### src/rtl/pdcal_pkg.sv
package pdcal_pkg;

    typedef enum logic [2:0] {
        ST_INIT  = 3'd0,
        ST_CAL   = 3'd1,
        ST_DOWN  = 3'd2,
        ST_FLUSH = 3'd3,
        ST_RUN   = 3'd4
    } pdcal_state_e;

endpackage

### src/rtl/pdcal_req_edge.sv
module pdcal_req_edge (
    input  logic clk,
    input  logic rst_n,
    input  logic req,
    output logic rise
);
    logic req_q;

    // previous value resets high so a level present at reset is no edge
    always_ff @(posedge clk or negedge rst_n) begin
        if (!rst_n) req_q <= 1'b1;
        else        req_q <= req;
    end

    assign rise = req & ~req_q;
endmodule

### src/rtl/pdcal_flush_cnt.sv
module pdcal_flush_cnt #(
    parameter int unsigned CYCLES = 34
) (
    input  logic clk,
    input  logic rst_n,
    input  logic active,
    output logic done
);
    localparam int unsigned CW = $clog2(CYCLES + 1);

    logic [CW-1:0] cnt;

    assign done = active && (cnt == CW'(CYCLES - 1));

    always_ff @(posedge clk or negedge rst_n) begin
        if (!rst_n)       cnt <= '0;
        else if (!active) cnt <= '0;
        else if (!done)   cnt <= cnt + 1'b1;
    end
endmodule

### src/rtl/pdcal_seq.sv
module pdcal_seq #(
    parameter int unsigned FLUSH_CYCLES = 34
) (
    input  logic clk,
    input  logic por_n,
    input  logic sleep_req,
    input  logic q_sleep_req,
    input  logic man_cal_req,
    input  logic cal_done,
    output logic cal_go,
    output logic cal_en_i,
    output logic cal_en_q,
    output logic sleep_i,
    output logic sleep_q,
    output logic bus_oe_i,
    output logic bus_oe_q,
    output logic side_weak_low,
    output logic out_valid
);
    import pdcal_pkg::*;

    pdcal_state_e state, state_nxt;
    logic         man_rise;
    logic         flush_done;
    logic         cal_go_q;
    logic         asleep;

    pdcal_req_edge u_edge (
        .clk   (clk),
        .rst_n (por_n),
        .req   (man_cal_req),
        .rise  (man_rise)
    );

    pdcal_flush_cnt #(.CYCLES(FLUSH_CYCLES)) u_flush (
        .clk    (clk),
        .rst_n  (por_n),
        .active (state == ST_FLUSH),
        .done   (flush_done)
    );

    // state register
    always_ff @(posedge clk or negedge por_n) begin
        if (!por_n) begin
            state    <= ST_INIT;
            cal_go_q <= 1'b0;
        end else begin
            state    <= state_nxt;
            cal_go_q <= (state_nxt == ST_CAL) && (state != ST_CAL);
        end
    end

    // transitions
    always_comb begin
        state_nxt = state;
        unique case (state)
            ST_INIT:  if (!sleep_req) state_nxt = ST_CAL;
            ST_CAL:   if (cal_done)   state_nxt = sleep_req ? ST_DOWN : ST_RUN;
            ST_DOWN:  if (!sleep_req) state_nxt = ST_FLUSH;
            ST_FLUSH: begin
                if (sleep_req)       state_nxt = ST_DOWN;
                else if (flush_done) state_nxt = ST_RUN;
            end
            ST_RUN: begin
                if (sleep_req)     state_nxt = ST_DOWN;
                else if (man_rise) state_nxt = ST_CAL;
            end
            default:               state_nxt = ST_INIT;
        endcase
    end

    // outputs
    always_comb begin
        asleep        = (state == ST_INIT) || (state == ST_DOWN);
        cal_go        = cal_go_q;
        cal_en_i      = (state == ST_CAL);
        cal_en_q      = (state == ST_CAL) && !q_sleep_req;
        sleep_i       = asleep;
        sleep_q       = asleep || q_sleep_req;
        bus_oe_i      = !asleep;
        bus_oe_q      = !(asleep || q_sleep_req);
        side_weak_low = asleep;
        out_valid     = (state == ST_RUN);
    end
endmodule

### config.mk
export PLATFORM = sky130hd
export DESIGN_NAME = pdcal_seq
export DESIGN_NICKNAME = d
export VERILOG_FILES = /design/src/rtl/pdcal_pkg.sv /design/src/rtl/pdcal_req_edge.sv /design/src/rtl/pdcal_flush_cnt.sv /design/src/rtl/pdcal_seq.sv
export SDC_FILE = /design/constraint.sdc
export NUM_CORES = 1
export LEC_CHECK = 0
export ABC_AREA = 1
export BUFFER_PORTS_ARGS = -buffer_cell sky130_fd_sc_hd__clkbuf_2
export CORE_MARGIN = 2
export CORE_UTILIZATION = 51
export CTS_CLUSTER_DIAMETER = 100
export DETAILED_ROUTE_END_ITERATION = 8
export PLACE_DENSITY = 0.75
export SETUP_SLACK_MARGIN = 0.1
export SYNTH_ARGS = -nofsm -noshare
export SYNTH_HDL_FRONTEND = slang
export SYNTH_HIERARCHICAL = 1
export SYNTH_SLANG_ARGS = --single-unit
### constraint.sdc
create_clock -name clk -period 1.7 [get_ports clk]
set_input_delay 0.17 -clock clk [delete_from_list [all_inputs] [get_ports clk]]
set_output_delay 0.17 -clock clk [all_outputs]
set_load 0.01 [all_outputs]
==> impl_metrics.tcl, run 1 <==
set metrics [dict create \
    status "finished, final reports clean" \
    drt_iter0_drc 28 \
    hold_viol 0 \
    area_growth_pct 24.2 \
    yosysSeqAreaShare_pct 39.6 \
    synthDistinctLibCells 16 \
    io_buffers 14 \
    numCtsBuffers 3 \
    avgRoutedWirePerCell_um 10.6 \
    place_hpwl_mm 1.09 \
    crit_slowest_cell "dfrtp_1" \
    grt_pass1_vias 578 \
    htree_levels 1 \
    final_layout_size_suffix_gt1_share_pct 28.2 \
    synth_top_cell_area_share_pct 35.8 \
    worstHoldPathType "in -> reg" \
    antenna_left 0 \
    max_freq_mhz 651 \
    fillers 111 \
    critPathMaxStageDelay_ps 420 \
    synth_area_um2 698 \
    synth.largest_area_cell "dfrtp_1" \
    regToRegStartpoint "u_flush/cnt[1]" \
    holdWs_ps 280 \
    slew_viol_final 0 \
    netlist_instances 100 \
    viasPerCell 4.91 \
    avgSynthCellArea_um2 6.98 \
    yosys.cell_count.top_type "nand2_1" \
    worstSkewPairLatency_ps 270 \
    syn-num-nets 108 \
    io_pins 15 \
    drc 0 \
    clockRootBuffer "clkbuf_4" \
    cts_sinks 11 \
    place_congestion 0.798 \
    grt_setup_unrepaired "true" \
    synthFlopType "dfrtp_1" \
    cp-start-kind "flip-flop" \
    track_usage_pct 22.5 \
    crit_path_max_fanout 5 \
    row_count 13 \
    yosys-top-cells-count "nand2_1 (20), inv_1 (19), nor2_1 (15)" \
    setup_violations 0 \
    grt_antenna_before_repair 0 \
    p_leak_uw 0.000498 \
    gr-total-overflow 0 \
    crit_family "simple AND/OR/NAND/NOR gates" \
    grt_pass1_wl_mm 2.33 \
    slew_headroom_pct 81.5 \
    initial_core_util_pct 54.3 \
    arrival_ps 1730 \
    pwr_density_cell_mw_per_mm2 1300 \
    crit_required_ps 1900 \
    die_w_um 41 \
    synth-edff-count 0 \
    tns_ps 0 \
    period_share_pct 90.4 \
    critPathMostFrequentCell "nand2_1" \
    vdd_drop_max_mv 0.682 \
    grt_max_degree 12 \
    worstSetupPathType "reg -> reg" \
    min_from "sleep_req" \
    drt_wl_total_mm 1.47 \
    clk_pin_slew_worst_paths_ps 80 \
    period_needed_ps 1540 \
    cp_num_buf_inv 1 \
    die_area_mm2 0.00168 \
    critical_path.cell_chain "inv_1, ha_1, nand4_1, nor2_2, nand2_1, nand2_1, nand2_1, nor2_2, nand3_1, nor2_1" \
    synth-seq-cells 11 \
    coreArea_mm2 0.00128 \
    dr.pass1.iters 4 \
    synthTopCellsByArea "dfrtp_1 (36%), nand2_1 (11%), inv_1 (10%)" \
    diodes 0 \
    synth_warnings 6 \
    cap_violations 0 \
    worstMarginPinSlew_ps 278 \
    skew_ps 11.2 \
    cts.path.max_buffers 2 \
    die_h_um 41 \
    cp-startpoint "u_flush/cnt[1]" \
    end_kind "flip-flop" \
    tritoncts "built" \
    final_nets 133 \
    ys_async_sr_fraction_pct 100 \
    vias 683 \
]
-- stage by stage --
| step | cell area [um^2] | std cells | power (uW) | utilization, % | setup slack [ps] |
|---|---|---|---|---|---|
| after floorplan | 698 | 100 | 765 | - | 231 |
| after global placement | 787 | 129 | 932 | 61.2 | 197 |
| after detailed placement | 787 | 129 | 932 | 61.2 | 108 |
| after CTS | 843 | 136 | 1120 | 65.6 | 175 |
| after global routing | 867 | 139 | 1240 | 67.5 | 11.7 |
| final | 867 | 139 | 1130 | 67.5 | 163 |
-- logic make-up after synthesis --
group                      Yosys count  synth area share (%)
AOI/OAI and AO/OA                    2                  1.43
xor gates and xnor gates             3                  3.76
adders and majority gates            2                  3.58
buffers and inverters               22                  12.4
DFF                                 11                  39.6
and+or+nand+nor                     60                  39.2
-- sequential cells by signal, summed over array words and instances, names as in the netlist --
signal        flops
u_flush/cnt       6
state             3
cal_go            1
u_edge/req_q      1
-- timing repair --
| item | 4_1_cts | 5_1_grt |
|---|---|---|
| buffers inserted | 1 | 3 |
| gates resized for setup | 1 | 1 |
| pin swaps | 1 | 1 |
| hold buffers | 2 | 0 |
| endpoints found under the hold margin | 11 | 0 |
| endpoints found under the setup margin | 1 | 4 |
-- placed cells by master, fill, tap and decap left out --
cell type and instances:
dfrtp_2 1, nand2_1 20, clkbuf_2 14, nor2_1 14
inv_2 2, clkbuf_4 3, nand4_1 3, xor2_1 3
dfstp_2 1, dlygate4sd3_1 2, clkbuf_1 1, dfrtp_1 9
ha_1 2, nand3_2 1, nand2_2 1, nor2_2 7
inv_1 19, buf_4 5, nor3_1 1, nand3_1 13
a21oi_1 2
-- layer usage --
layer  vias up  track usage [%]  share of wire [%]
li1        354                -                  -
met1       301             29.3                 46
met2        26             30.5                 47
met3         2             6.52                6.7
met4         0             18.3               0.55
met5         -                0                  0
-- path summary, 6_finish.rpt --
path | end | slack, ps | cells after the start
setup reg to reg | cal_go | 160 | 10
min in group asynchronous | u_flush/cnt[3] | 290 | 2
hold reg to reg | u_flush/cnt[4] | 590 | 2
setup / recovery | cal_go | 160 | 10
max in group asynchronous | u_edge/req_q | 1120 | 2
hold / removal | state[2] | 280 | 4
-- power by group --
| part | switching (uW) | internal, uW |
|---|---|---|
| clock | 89.5 | 90.8 |
| sequential | 68.3 | 312 |
| combinational | 355 | 212 |
| total | 513 | 615 |
-- area by class of cell --
class                   instances  area, um^2  area share (%)
flip-flops and latches         11         278            32.0
inverters                      21        78.8            9.09
clock buffers                   4        26.3            3.03
well taps                      15        18.8            2.16
multi-input cells              67         338            39.0
repair buffers                 21         128            14.7
-- tightest hold or removal path, delay by kind of cell --
family	cells	cell delay [ps]
simple gates	1	80
buf+inv	2	200
compound gates	1	60
(Power assumes the default switching activity.)
==> run 2, diff against run 1 <==
RECOVER_POWER = 25   (was not set)
==> run 2 against run 1 <==
Hold slack unchanged. Via count unchanged. Wire length about the same. Combinational power about the same. Register-to-register slack about the same. Critical path depth unchanged. First-iteration DRC count unchanged. Global-route usage unchanged. Highest routed layer unchanged.
==> impl_metrics.tcl, run 2 (synthesized netlist as in run 1, its figures left out) <==
set metrics [dict create \
    antenna_left 0 \
    die_h_um 41 \
    pre_cts_slack_ps 108 \
    tns_ps 0 \
    cts_sinks 11 \
    design_area_um2 866 \
    numCtsBuffers 3 \
    gr-usage-met2_pct 30.5 \
    grt_use_met3_pct 6.52 \
    row_count 13 \
    largest_reg_flops 6 \
    crit_path_max_fanout 5 \
    setup_violations 0 \
    end_kind "flip-flop" \
    fillers 112 \
    mostFrequentLayoutCells "nand2_1 (20), inv_1 (19), nor2_1 (14)" \
    crit_required_ps 1900 \
    grt_setup_unrepaired "true" \
    slew_headroom_pct 60.4 \
    htree_levels 1 \
    layout_setup_ws_ps 163 \
    worstSkewPairLatency_ps 270 \
    drt_wl_total_mm 1.47 \
    pwr_density_cell_mw_per_mm2 1300 \
    track_usage_pct 22.5 \
    dr.pass1.iters 4 \
    viasPerCell 4.91 \
    top_usage_layer "met2" \
    min_from "sleep_req" \
    grt_pass1_wl_mm 2.33 \
    die_area_mm2 0.00168 \
    cp-start-kind "flip-flop" \
    placed_area_um2 787 \
    cap_violations 0 \
    grt_antenna_before_repair 0 \
    skew_ps 11.2 \
    final_common_cell "nand2_1" \
    final_layout_size_suffix_gt1_share_pct 27.4 \
    coreArea_mm2 0.00128 \
    initial_core_util_pct 54.3 \
    grt_pass1_vias 578 \
    worstSetupPathType "reg -> reg" \
    clockRootBuffer "clkbuf_4" \
    avgRoutedWirePerCell_um 10.5 \
    diodes 0 \
    regToRegStartpoint "u_flush/cnt[1]" \
    slew_viol_final 0 \
    fin_cells 139 \
    clk_pin_slew_worst_paths_ps 80 \
    worstHoldPathType "in -> reg" \
    worstMarginPinSlew_ps 594 \
    dpl.cell_count 129 \
    gr-total-overflow 0 \
    place_hpwl_mm 1.09 \
    max_freq_mhz 651 \
    cts.path.max_buffers 2 \
    area_growth_pct 24.0 \
    status "finished, final reports clean" \
    period_needed_ps 1540 \
    largest-register "u_flush/cnt" \
    final_nets 133 \
    drc 0 \
    drt_iter0_drc 28 \
    place_congestion 0.798 \
    vdd_drop_max_mv 0.682 \
    tritoncts "built" \
    io_buffers 14 \
    io_pins 15 \
    arrival_ps 1730 \
    die_w_um 41 \
    vias 683 \
    hold_viol 0 \
    period_share_pct 90.4 \
    cp-startpoint "u_flush/cnt[1]" \
    p_leak_uw 0.000495 \
    use_met1_pct 29.3 \
    reg.largest.list "u_flush/cnt x6, state x3" \
    grt_max_degree 12 \
]
## run 2: cell counts in the layout (fill, tap and decap cells not counted)
No cell type changed its count.
## run 2: where the power goes
part / total (uW) / internal, uW / switching (uW)
Sequential: 380 / 312 / 68.3
Combinational: 567 / 212 / 355
Clock: 180 / 90.8 / 89.5
## run 2: critical path: stages (launching register included)
cell and delay, ps:
dfrtp_1 420, inv_1 80, ha_1 160, nand4_1 130
nor2_2 170, nand2_1 60, nand2_1 70, nand2_1 60
nor2_2 110, nand3_1 90, nor2_1 90
## run 2: cell type report
type,instances,area [um^2],share of cell area (%)
Clock buffer,4,26.3,3.03
Inverter,21,78.8,9.10
Multi-Input combinational cell,67,338,39.0
Sequential cell,11,278,32.1
Tap cell,15,18.8,2.17
Timing Repair Buffer,21,126,14.6
## run 2: repair_timing
item                                    4_1_cts  5_1_grt
setup buffers                                 1        3
hold buffers                                  2        0
endpoints found under the hold margin        11        0
endpoints found under the setup margin        1        4
pin swaps                                     1        1
resized for setup                             1        1
## run 2: path summary, 6_finish.rpt
path | to | slack [ps] | cells past startpoint
min | state[2] | 280 | 4
max reg2reg | cal_go | 160 | 10
max in group asynchronous | state[2] | 870 | 2
min in group asynchronous | u_flush/cnt[3] | 400 | 2
min reg2reg | u_flush/cnt[4] | 590 | 2
max | cal_go | 160 | 10
## run 2: through the flow
stage                     power, uW  util [%]  hold slack, ps
after global routing           1240      67.4             285
after floorplan                 765         -            -126
after global placement          932      61.2            56.3
final                          1130      67.4             280
after detailed placement        932      61.2            54.2
after CTS                      1120      65.6             265
## run 2: metal layers
metal,wire length (um),vias to the layer above,part of all wire [%]
li1,-,354,-
met1,673,301,46
met2,686,26,47
met3,98,2,6.7
met4,8,0,0.55
met5,0,-,0
==> run 3, diff against run 2 <==
RECOVER_POWER = 100   (was 25)
==> run 3 against run 2 <==
Die area unchanged. Sequential power down 1%. Register-to-register slack better by 20 ps. Clock skew down 0.90 ps. Final cell count unchanged. Maximum frequency down 0.25%. Setup slack worse by 3.8 ps. First-iteration DRC count down 3.6%. Sequential cell count unchanged. Clock-buffer cell count unchanged. Non-clock buffer count unchanged. Sequential share of layout area up 0.95 points. Critical path type is now reg -> out. Largest cell class unchanged. Highest routed layer unchanged.
==> impl_metrics.tcl, run 3 (synthesized netlist as in run 1, its figures left out) <==
set metrics [dict create \
    grt_antenna_before_repair 0 \
    setup_violations 0 \
    skew_ps 10.3 \
    p_int_uw 578 \
    use_met1_pct 29.3 \
    viasPerCell 4.90 \
    grt_max_degree 12 \
    cts_sinks 11 \
    dr.pass1.iters 4 \
    critPathMostFrequentCell "nor2_1" \
    vdd_drop_max_mv 0.676 \
    cts.path.max_buffers 2 \
    arrival_ps 1370 \
    top_usage_layer "met2" \
    cp-start-kind "flip-flop" \
    reg.largest.list "u_flush/cnt x6, state x3" \
    io_pins 15 \
    mostFrequentLayoutCells "nand2_1 (20), inv_1 (19), nor2_1 (17)" \
    io_buffers 14 \
    row_count 13 \
    clockRootBuffer "clkbuf_4" \
    htree_levels 1 \
    grt_setup_unrepaired "true" \
    final_nets 133 \
    fillers 120 \
    status "finished, final reports clean" \
    worstSetupPathType "reg -> out" \
    vias 681 \
    gr-total-overflow 0 \
    end_kind "primary output" \
    period_share_pct 90.6 \
    period_needed_ps 1540 \
    die_w_um 41 \
    largest-register "u_flush/cnt" \
    coreArea_mm2 0.00128 \
    grt_use_met3_pct 6.52 \
    drt_wl_total_mm 1.44 \
    initial_core_util_pct 54.3 \
    place_hpwl_mm 1.09 \
    drc 0 \
    p_comb_share_pct 48.4 \
    tritoncts "built" \
    die_area_mm2 0.00168 \
    avgRoutedWirePerCell_um 10.4 \
    final_common_cell "nand2_1" \
    final_layout_size_suffix_gt1_share_pct 16.9 \
    largest_reg_flops 6 \
    crit_path_max_fanout 7 \
    utilization_pct 65.4 \
    pwr-share-clk_pct 16.8 \
    switching_share_pct 46.5 \
    numCtsBuffers 3 \
    clk_pin_slew_worst_paths_ps 60 \
    critical_path.cell_chain "nor2_1, nand2_1, nand2_2, nor2_1, inv_1, clkbuf_1" \
    track_usage_pct 22.5 \
    slew_viol_final 0 \
    reg2reg_slack_ps 180 \
    critPathMaxStageDelay_ps 450 \
    worstHoldPathType "in -> reg" \
    grt_pass1_vias 578 \
    p_leak_uw 0.000462 \
    crit_required_ps 1530 \
    worstMarginPinSlew_ps 595 \
    grt_pass1_wl_mm 2.33 \
    max_freq_mhz 649 \
    tns_ps 0 \
    antenna_left 0 \
    worstSkewPairLatency_ps 270 \
    cap_violations 0 \
    place_congestion 0.798 \
    switchingPower_uw 503 \
    drt_iter0_drc 27 \
    hold_viol 0 \
    gr-usage-met2_pct 30.5 \
    diodes 0 \
    crit_slowest_cell "dfrtp_1" \
    pwr_density_cell_mw_per_mm2 1290 \
    area_growth_pct 20.4 \
    holdWs_ps 272 \
    die_h_um 41 \
    slew_headroom_pct 60.4 \
    pwr-share-seq_pct 34.8 \
]
run 3: cell count changes in the layout (fill, tap and decap cells not counted):
cell / before / now
clkbuf_1: 2 / 12
clkbuf_2: 13 / 5
buf_4: 5 / 1
nor2_1: 14 / 17
nor2_2: 7 / 4
clkbuf_4: 3 / 5
run 3: worst max-delay path: cells and delay by family (launching register included):
family / cells / cell delay [ps]
simple gates: 4 / 460
flops: 1 / 450
buf+inv: 2 / 200
run 3: area by class of cell:
type | count | area [um^2] | share of cell area (%)
clock buffer | 4 | 26.3 | 3.13
inverter | 21 | 78.8 | 9.38
timing repair buffer | 21 | 109 | 12.9
multi-input combinational | 67 | 330 | 39.3
tap | 15 | 18.8 | 2.23
sequential | 11 | 278 | 33.0
run 3: layer usage:
layer	vias up	routed length, um
met1	302	677
met5	-	0
met3	2	95
li1	354	-
met4	0	8
met2	23	660
run 3: power by group through the flow:
| stage | Clock (uW) | Sequential (uW) | Combinational (uW) |
|---|---|---|---|
| final | 182 | 376 | 524 |
| after global routing | 199 | 384 | 614 |
| after CTS | 187 | 378 | 558 |
| after detailed placement | 0 | 382 | 550 |
| after global placement | 0 | 387 | 545 |
| after floorplan | 0 | 373 | 392 |
run 3: worst paths after layout:
path	start	end	cells past startpoint
max	state[1]	sleep_q	6
min	sleep_req	state[2]	4
max reg2reg	u_flush/cnt[1]	cal_go	10
min reg2reg	u_flush/cnt[4]	u_flush/cnt[4]	2
max in group asynchronous	por_n	state[2]	2
min in group asynchronous	por_n	u_flush/cnt[3]	2
run 3: metrics by stage:
stage / cells / power, uW / setup WS (ps) / area, um^2
6_report: 139 / 1080 / 160 / 841
5_1_grt: 139 / 1200 / 14.6 / 841
4_1_cts: 136 / 1120 / 175 / 843
3_5_place_dp: 129 / 932 / 108 / 787
3_3_place_gp: 129 / 932 / 197 / 787
2_1_floorplan: 100 / 765 / 231 / 698
run 3: what timing repair did:
action	in CTS	in global routing
endpoints found under the setup margin	1	4
buffers inserted	1	3
gates resized for setup	1	1
pin swaps	1	1
hold buffers	2	0
endpoints found under the hold margin	11	0
